===== src/rtl/tlbr_pkg.sv =====
package tlbr_pkg;
  typedef enum logic [2:0] {
    S_IDLE = 3'd0,
    S_LOOK = 3'd1,
    S_MREQ = 3'd2,
    S_MRSP = 3'd3,
    S_DONE = 3'd4
  } tlbr_state_e;
endpackage


===== src/rtl/tlbr_addr_gen.sv =====
module tlbr_addr_gen #(
  parameter int VA_W       = 32,
  parameter int PT_SHIFT   = 10,
  parameter int PAGE_SHIFT = 12,
  parameter int IDX_W      = 2
) (
  input  logic [VA_W-1:0]            fault_va,
  input  logic [VA_W-1:0]            base,
  output logic [VA_W-1:0]            pte_va,
  output logic [VA_W-PAGE_SHIFT-1:0] vpn,
  output logic [IDX_W-1:0]           index
);
  localparam logic [VA_W-1:0] WORD_MASK = VA_W'(3);

  // word-aligned pointer into the virtually mapped linear table
  assign pte_va = (base | (fault_va >> PT_SHIFT)) & ~WORD_MASK;
  assign vpn    = fault_va[VA_W-1:PAGE_SHIFT];
  assign index  = fault_va[PAGE_SHIFT +: IDX_W];
endmodule


===== src/rtl/tlbr_way_rr.sv =====
module tlbr_way_rr #(
  parameter int WAYS = 4,
  localparam int WAY_W = $clog2(WAYS)
) (
  input  logic             clk,
  input  logic             rst_n,
  input  logic             adv,
  output logic [WAY_W-1:0] way_next
);
  logic [WAY_W-1:0] cnt_q;

  // pre-increment: the way used is the counter value after the step
  assign way_next = cnt_q + WAY_W'(1);

  always_ff @(posedge clk) begin
    if (!rst_n) cnt_q <= '0;
    else if (adv) cnt_q <= way_next;
  end

  assert_way_step_R6: assert property (@(posedge clk) disable iff (!rst_n)
    adv |=> cnt_q == $past(cnt_q) + WAY_W'(1));
  assert_way_hold_R6: assert property (@(posedge clk) disable iff (!rst_n)
    !adv |=> $stable(cnt_q));
endmodule


===== src/rtl/tlbr_seq.sv =====
module tlbr_seq
  import tlbr_pkg::*;
#(
  parameter int VA_W     = 32,
  parameter int DATA_W   = 32,
  parameter int RING_LSB = 4,
  parameter int CAUSE_W  = 6,
  parameter logic [CAUSE_W-1:0] CAUSE_IMISS = 6'd16,
  parameter logic [CAUSE_W-1:0] CAUSE_DMISS = 6'd24
) (
  input  logic               clk,
  input  logic               rst_n,
  input  logic               miss_valid,
  output logic               miss_ready,
  input  logic [VA_W-1:0]    miss_vaddr,
  input  logic               miss_fetch,
  output logic               busy,
  output logic [VA_W-1:0]    cur_va,
  output logic               lk_valid,
  input  logic               lk_ready,
  input  logic               lk_hit,
  input  logic [VA_W-1:0]    lk_paddr,
  output logic               mem_req_valid,
  input  logic               mem_req_ready,
  output logic [VA_W-1:0]    mem_addr,
  input  logic               mem_rsp_valid,
  output logic               mem_rsp_ready,
  input  logic               mem_rsp_err,
  input  logic [DATA_W-1:0]  mem_rsp_data,
  output logic               wr_en,
  output logic               done,
  output logic               done_ok,
  output logic [CAUSE_W-1:0] done_cause,
  output logic [1:0]         done_ring,
  output logic [VA_W-1:0]    excvaddr
);
  tlbr_state_e      st_q;
  logic [VA_W-1:0]  va_q, pa_q, excv_q;
  logic             fetch_q, ok_q;
  logic [1:0]       ring_q;

  always_ff @(posedge clk) begin
    if (!rst_n) begin
      st_q    <= S_IDLE;
      va_q    <= '0;
      pa_q    <= '0;
      excv_q  <= '0;
      fetch_q <= 1'b0;
      ok_q    <= 1'b0;
      ring_q  <= '0;
    end else begin
      unique case (st_q)
        S_IDLE: if (miss_valid) begin
          va_q    <= miss_vaddr;
          fetch_q <= miss_fetch;
          st_q    <= S_LOOK;
        end
        S_LOOK: if (lk_ready) begin
          if (lk_hit) begin
            pa_q <= lk_paddr;
            st_q <= S_MREQ;
          end else begin
            ok_q <= 1'b0;
            st_q <= S_DONE;
          end
        end
        S_MREQ: if (mem_req_ready) st_q <= S_MRSP;
        S_MRSP: if (mem_rsp_valid) begin
          ok_q <= !mem_rsp_err;
          if (!mem_rsp_err) begin
            ring_q <= mem_rsp_data[RING_LSB +: 2];
            excv_q <= va_q;
          end
          st_q <= S_DONE;
        end
        S_DONE: st_q <= S_IDLE;
        default: st_q <= S_IDLE;
      endcase
    end
  end

  assign miss_ready    = (st_q == S_IDLE);
  assign busy          = (st_q != S_IDLE);
  assign cur_va        = va_q;
  assign lk_valid      = (st_q == S_LOOK);
  assign mem_req_valid = (st_q == S_MREQ);
  assign mem_addr      = pa_q;
  assign mem_rsp_ready = (st_q == S_MRSP);
  assign wr_en         = (st_q == S_MRSP) && mem_rsp_valid && !mem_rsp_err;
  assign done          = (st_q == S_DONE);
  assign done_ok       = done && ok_q;
  assign done_cause    = done_ok ? '0 : (fetch_q ? CAUSE_IMISS : CAUSE_DMISS);
  assign done_ring     = done_ok ? ring_q : 2'b00;
  assign excvaddr      = excv_q;

  assert_done_pulse_R9: assert property (@(posedge clk) disable iff (!rst_n)
    done |=> !done);
  assert_accept_busy_R9: assert property (@(posedge clk) disable iff (!rst_n)
    (miss_valid && miss_ready) |=> (busy && !miss_ready));
  assert_write_done_R5: assert property (@(posedge clk) disable iff (!rst_n)
    wr_en |=> (done && done_ok && done_cause == '0));
  assert_excv_load_R7: assert property (@(posedge clk) disable iff (!rst_n)
    wr_en |=> excvaddr == $past(cur_va));
  assert_fail_cause_R3: assert property (@(posedge clk) disable iff (!rst_n)
    (done && !done_ok) |-> (done_cause == CAUSE_IMISS || done_cause == CAUSE_DMISS));
  assert_miss_no_mem_R3: assert property (@(posedge clk) disable iff (!rst_n)
    (lk_valid && lk_ready && !lk_hit) |=> (!mem_req_valid && !wr_en));
  assert_err_keep_excv_R4: assert property (@(posedge clk) disable iff (!rst_n)
    (mem_rsp_ready && mem_rsp_valid && mem_rsp_err) |=> $stable(excvaddr));
  assert_mem_hold_R10: assert property (@(posedge clk) disable iff (!rst_n)
    (mem_req_valid && !mem_req_ready) |=> (mem_req_valid && $stable(mem_addr)));
  assert_mem_addr_R11: assert property (@(posedge clk) disable iff (!rst_n)
    (lk_valid && lk_ready && lk_hit) |=> mem_addr == $past(lk_paddr));
endmodule


===== src/rtl/tlb_refill_ctrl.sv =====
module tlb_refill_ctrl #(
  parameter int VA_W           = 32,
  parameter int DATA_W         = 32,
  parameter int PAGE_SHIFT     = 12,
  parameter int PT_SHIFT       = 10,
  parameter int REFILL_WAYS    = 4,
  parameter int REFILL_ENTRIES = 4,
  parameter int RING_LSB       = 4,
  parameter int CAUSE_W        = 6,
  parameter logic [CAUSE_W-1:0] CAUSE_IMISS = 6'd16,
  parameter logic [CAUSE_W-1:0] CAUSE_DMISS = 6'd24,
  localparam int WAY_W = $clog2(REFILL_WAYS),
  localparam int IDX_W = $clog2(REFILL_ENTRIES),
  localparam int VPN_W = VA_W - PAGE_SHIFT
) (
  input  logic               clk,
  input  logic               rst_n,
  input  logic [VA_W-1:0]    pt_base,
  input  logic               miss_valid,
  output logic               miss_ready,
  input  logic [VA_W-1:0]    miss_vaddr,
  input  logic               miss_fetch,
  output logic               busy,
  output logic               lk_valid,
  input  logic               lk_ready,
  output logic [VA_W-1:0]    lk_vaddr,
  input  logic               lk_hit,
  input  logic [VA_W-1:0]    lk_paddr,
  output logic               mem_req_valid,
  input  logic               mem_req_ready,
  output logic [VA_W-1:0]    mem_addr,
  input  logic               mem_rsp_valid,
  output logic               mem_rsp_ready,
  input  logic               mem_rsp_err,
  input  logic [DATA_W-1:0]  mem_rsp_data,
  output logic               wr_en,
  output logic [WAY_W-1:0]   wr_way,
  output logic [IDX_W-1:0]   wr_index,
  output logic [VPN_W-1:0]   wr_vpn,
  output logic [DATA_W-1:0]  wr_pte,
  output logic               done,
  output logic               done_ok,
  output logic [CAUSE_W-1:0] done_cause,
  output logic [1:0]         done_ring,
  output logic [VA_W-1:0]    excvaddr
);
  logic [VA_W-1:0] cur_va;

  tlbr_seq #(
    .VA_W(VA_W), .DATA_W(DATA_W), .RING_LSB(RING_LSB), .CAUSE_W(CAUSE_W),
    .CAUSE_IMISS(CAUSE_IMISS), .CAUSE_DMISS(CAUSE_DMISS)
  ) u_seq (
    .clk(clk), .rst_n(rst_n),
    .miss_valid(miss_valid), .miss_ready(miss_ready),
    .miss_vaddr(miss_vaddr), .miss_fetch(miss_fetch),
    .busy(busy), .cur_va(cur_va),
    .lk_valid(lk_valid), .lk_ready(lk_ready), .lk_hit(lk_hit), .lk_paddr(lk_paddr),
    .mem_req_valid(mem_req_valid), .mem_req_ready(mem_req_ready), .mem_addr(mem_addr),
    .mem_rsp_valid(mem_rsp_valid), .mem_rsp_ready(mem_rsp_ready),
    .mem_rsp_err(mem_rsp_err), .mem_rsp_data(mem_rsp_data),
    .wr_en(wr_en), .done(done), .done_ok(done_ok), .done_cause(done_cause),
    .done_ring(done_ring), .excvaddr(excvaddr)
  );

  tlbr_addr_gen #(
    .VA_W(VA_W), .PT_SHIFT(PT_SHIFT), .PAGE_SHIFT(PAGE_SHIFT), .IDX_W(IDX_W)
  ) u_addr (
    .fault_va(cur_va), .base(pt_base),
    .pte_va(lk_vaddr), .vpn(wr_vpn), .index(wr_index)
  );

  tlbr_way_rr #(.WAYS(REFILL_WAYS)) u_way (
    .clk(clk), .rst_n(rst_n), .adv(wr_en), .way_next(wr_way)
  );

  assign wr_pte = mem_rsp_data;

  assert_lk_hold_R10: assert property (@(posedge clk) disable iff (!rst_n)
    (lk_valid && !lk_ready) |=> (lk_valid && $stable(lk_vaddr)));
  assert_lk_align_R2: assert property (@(posedge clk) disable iff (!rst_n)
    lk_valid |-> lk_vaddr[1:0] == 2'b00);
endmodule


===== config.mk =====
export PLATFORM = sky130hd
export DESIGN_NAME = tlb_refill_ctrl
export DESIGN_NICKNAME = d
export VERILOG_FILES = /design/src/rtl/tlbr_pkg.sv /design/src/rtl/tlbr_addr_gen.sv /design/src/rtl/tlbr_way_rr.sv /design/src/rtl/tlbr_seq.sv /design/src/rtl/tlb_refill_ctrl.sv
export SDC_FILE = /design/constraint.sdc
export NUM_CORES = 1
export LEC_CHECK = 0
export ABC_AREA = 0
export BUFFER_PORTS_ARGS = -buffer_cell sky130_fd_sc_hd__buf_2
export CORE_AREA = 2 2 117 119
export DETAILED_ROUTE_END_ITERATION = 10
export DIE_AREA = 0 0 119 121
export PLACE_DENSITY = 0.71
export SETUP_SLACK_MARGIN = 0.2
export SYNTH_ARGS = -nofsm -noshare
export SYNTH_HDL_FRONTEND = slang
export SYNTH_HIERARCHICAL = 1
export SYNTH_SLANG_ARGS = --single-unit

===== constraint.sdc =====
create_clock -name clk -period 2.1 [get_ports clk]
set_clock_uncertainty 0.2 [all_clocks]
set_input_delay 0.21 -clock clk [delete_from_list [all_inputs] [get_ports clk]]
set_output_delay 0.21 -clock clk [all_outputs]
set_load 0.02 [all_outputs]

==> impl_results.md <==
- FF-to-FF End: u_seq/ok_q
- Gpl congestion: about 0.77
- Worst Hold End: u_seq/mem_addr[0]
- Final net count: roughly 920
- Peak VDD IR: about 0.56 mV
- XOR/XNOR share of the synthesized area: less than 1%
- Die Ht: between 100 and 150 µm
- Setup-failing EPs final: 0
- Worst hold stages: 3
- Clock share of power: between 30% and 40%
- Power share of the sequential group: ~45%
- FFs w/ async S/R, synth: 0%
- Vias/cell: 4.85
- Sequential fraction of the synthesis area: 42.8%
- Post-route ant nets: 0
- Fillers: between 1,000 and 1,500
- Post-route minimum period: between 1.5 and 2 ns
- Adder-Cell Fraction of Synth Area: 0%
- Unrepaired setup endpoints after global routing: no
- Max stage delay on crit path: roughly 0.39 ns
- Count leader, synth: dfxtp_1
- IO buf count: 216
- Hold Fails Final Rpt: 0
- # placed instances: between 800 and 900
- Reg-to-reg setup timing slack: 0.41 ns
- Comb power frac: roughly 18%
- Share of cells above drive strength 1: between 30% and 40%
- Total CTS buffers: 9
- RR Startpoint: u_seq/st_q[1]
- Worst Hold Class: in2reg
- Most frequent CP cell: buf_4
- Int Power: 3.41 mW
- Residual DRC count: 0
- Area grow syn2layout: 36.1%
- Crit path max-delay family: flip-flops
- Largest family of logic cells by synthesized area: compound AO/OA/AOI/OAI gates
- Top cells by area, synth: dfxtp_1, buf_4, a21oi_1
- Share of the synthesized area in the top cell type: a little over two fifths
- Setup TNS: 0 ns
- Hold Startpoint: lk_paddr[0]
- Final worst-path cycle share: 88.2%
- H-tree levels: 3
- Dpl hpwl: 9690 µm
- Cell area after synthesis: between 4000 and 5000 µm²
- Clock Latency Late Sink: between 0.3 and 0.4 ns
- Die width: approximately 120 µm
- Initial antenna violation count: 1
- TritonCTS clock tree: yes
- Setup Crit Path Kind: reg2out
- Post-synth EDFFs: 0
- # IOs: between 300 and 400
- Pleak: 3.13 nW
- Post-synthesis simple-gate area fraction: a little under a fifth
- Core Region: around 13,000 µm²
- CP Data Required Time: between 1.5 and 2 ns
- GR Overflow Total: 0
- Crit-path cells: buf_4 -> or3_4 -> inv_1 -> buf_4
- Net Sw Frac: between 20% and 30%
- Diode count: 0
- Yosys warns: 6
- Clk slew on worst S/H paths: about 0.070 ns
- CTS Sinks: approximately 110
- # rows: 42
- Fmax: roughly 540 MHz
- Post-Route WL: 15,100 µm
- Synth Register Bits: around 110
- Vias: between 4,000 and 5,000
- Slew Viols, Final: 0
- Multi-input logic area: about 2100 µm²
- Max Cap Violations: 0
- Status: complete, no violations
- CP Data Arrival Time: roughly 1.4 ns
- Worst setup SP type: register
- Syn_area_per_cell: ~8.3 µm²
- Clock buffer depth: 2
- Cells after synthesis: about 590
- Die area: between 10,000 and 15,000 µm²
- Routed len/inst: 15.6 µm
- DRT Pass-1 Iters: 5
- Library cells used by synthesis: 36
- Compound-cell area share of the yosys netlist: 21.1%
- Crit. End Element: primary output
- Register area: around 2100 µm²
- Initial Util: between 30% and 40%
- Hold WS: roughly 0.039 ns
- Reg2Reg Depth: 5
- Mux contribution to synthesized area: less than 1%
- Yosys top cell by area: dfxtp_1
- First-pass GRT wire length: 23,100 µm
- Cell Count, Final, Fillers Out: ~970
- CTS Root Cell: clkbuf_16
- Commonest cells post-synth: dfxtp_1, nand2_1, buf_4
- Most used DFF post-synth: dfxtp_1
- Slowest-stage cell, CP: dfxtp_4
- Psw: around 1.3 mW
- Initial DRC count: 367
- Vias in the first global route: 4,549
- Max Fanout on Critical Path: 9
- Buf+Inv Stages, Crit Path: 3
- Final Core Density: between 50% and 60%
- Pwr Density: about 710 nW/µm²
- Total GRT Usage: between 20 and 25%
- Largest net degree at the start of global routing: 65
[power by group through the flow]
stage / sequential [mW] / combinational [mW] / clock, mW
after floorplan: 2.18 / 0.597 / 0
after global placement: 2.17 / 0.716 / 0
after global routing: 2.14 / 0.898 / 1.91
after detailed placement: 2.17 / 0.720 / 0
after CTS: 2.13 / 0.822 / 1.85
final: 2.13 / 0.832 / 1.79
[stage by stage]
stage | total power [mW] | instance area (µm²) | setup slack, ns
6_report | 4.75 | 6680 | 0.247
5_1_grt | 4.95 | 6680 | 0.204
4_1_cts | 4.80 | 6640 | 0.194
3_5_place_dp | 2.89 | 5650 | 0.371
3_3_place_gp | 2.89 | 5650 | 0.388
2_1_floorplan | 2.77 | 4930 | 0.272
[registers in the layout, summed over array words and instances, names as in the netlist]
name	flops
u_seq/cur_va	32
u_seq/excvaddr	32
u_seq/fetch_q	1
u_seq/mem_addr	32
u_seq/ok_q	1
u_seq/ring_q	2
u_seq/st_q	3
u_way/cnt_q	2
[how the worst max path moves through the flow]
| stage | startpoint | end | slack [ns] | cells after the start |
|---|---|---|---|---|
| after floorplan | u_seq/st_q[1] | done_cause[4] | 0.27 | 4 |
| after global placement | u_seq/st_q[1] | u_seq/ok_q | 0.39 | 4 |
| after detailed placement | u_seq/st_q[1] | u_seq/ok_q | 0.37 | 4 |
| after CTS | u_seq/st_q[2] | done_ok | 0.19 | 3 |
| after global routing | u_seq/st_q[1] | miss_ready | 0.20 | 4 |
| final | u_seq/st_q[1] | miss_ready | 0.25 | 4 |
[cell families (layout without fill, tap and decap cells)]
group / after synthesis / after routing
compound gates: 172 / 172
xor+xnor: 2 / 2
buf+inv: 124 / 321
flops: 105 / 105
mux: 3 / 3
other cells: 2 / 6
simple gates: 181 / 181
[metal layers]
metal	vias to the layer above	global-route usage [%]	wire (µm)
met4	2	6.77	273
met3	29	7.61	1310
met1	2140	22.2	5820
met5	-	0.735	16
met2	204	35.9	7680
li1	2307	-	-
[cell usage in the layout (no fill, tap or decap), types with 2 or more instances in the layout]
cell type / count
a21boi_0: 32
a21oi_1: 68
and2_1: 3
and3_1: 34
buf_12: 3
buf_2: 214
buf_4: 13
buf_6: 2
clkbuf_16: 9
conb_1: 6
dfxtp_1: 102
dfxtp_4: 3
dlygate4sd3_1: 66
inv_1: 3
inv_2: 2
inv_6: 4
mux2i_1: 3
nand2_1: 71
nand2b_1: 4
nand3_1: 34
nor2_1: 3
o21a_1: 32
o21ai_0: 35
or2_1: 20
xor2_1: 2
[tightest hold or removal path, cell delays in order]
cell and delay [ns]:
buf_2 0.08, and3_1 0.15, o21a_1 0.12
[timing repair]
| action | in CTS | in global routing |
|---|---|---|
| hold buffers | 66 | 0 |
| buffers inserted | 0 | 1 |
| resized for setup | 6 | 11 |
| endpoints found under the hold margin | 66 | 0 |
| pin swaps | 0 | 1 |
| setup endpoints to repair | 9 | 9 |
[layout make-up]
class	count	area share, %
clock buffers	10	3.58
multi-input cells	364	31.3
well taps	176	3.30
clock inverters	6	1.14
repair buffers	299	28.7
inverters	6	0.337
flip-flops and latches	105	31.6
No activity file was read; power rests on OpenSTA's default activity.
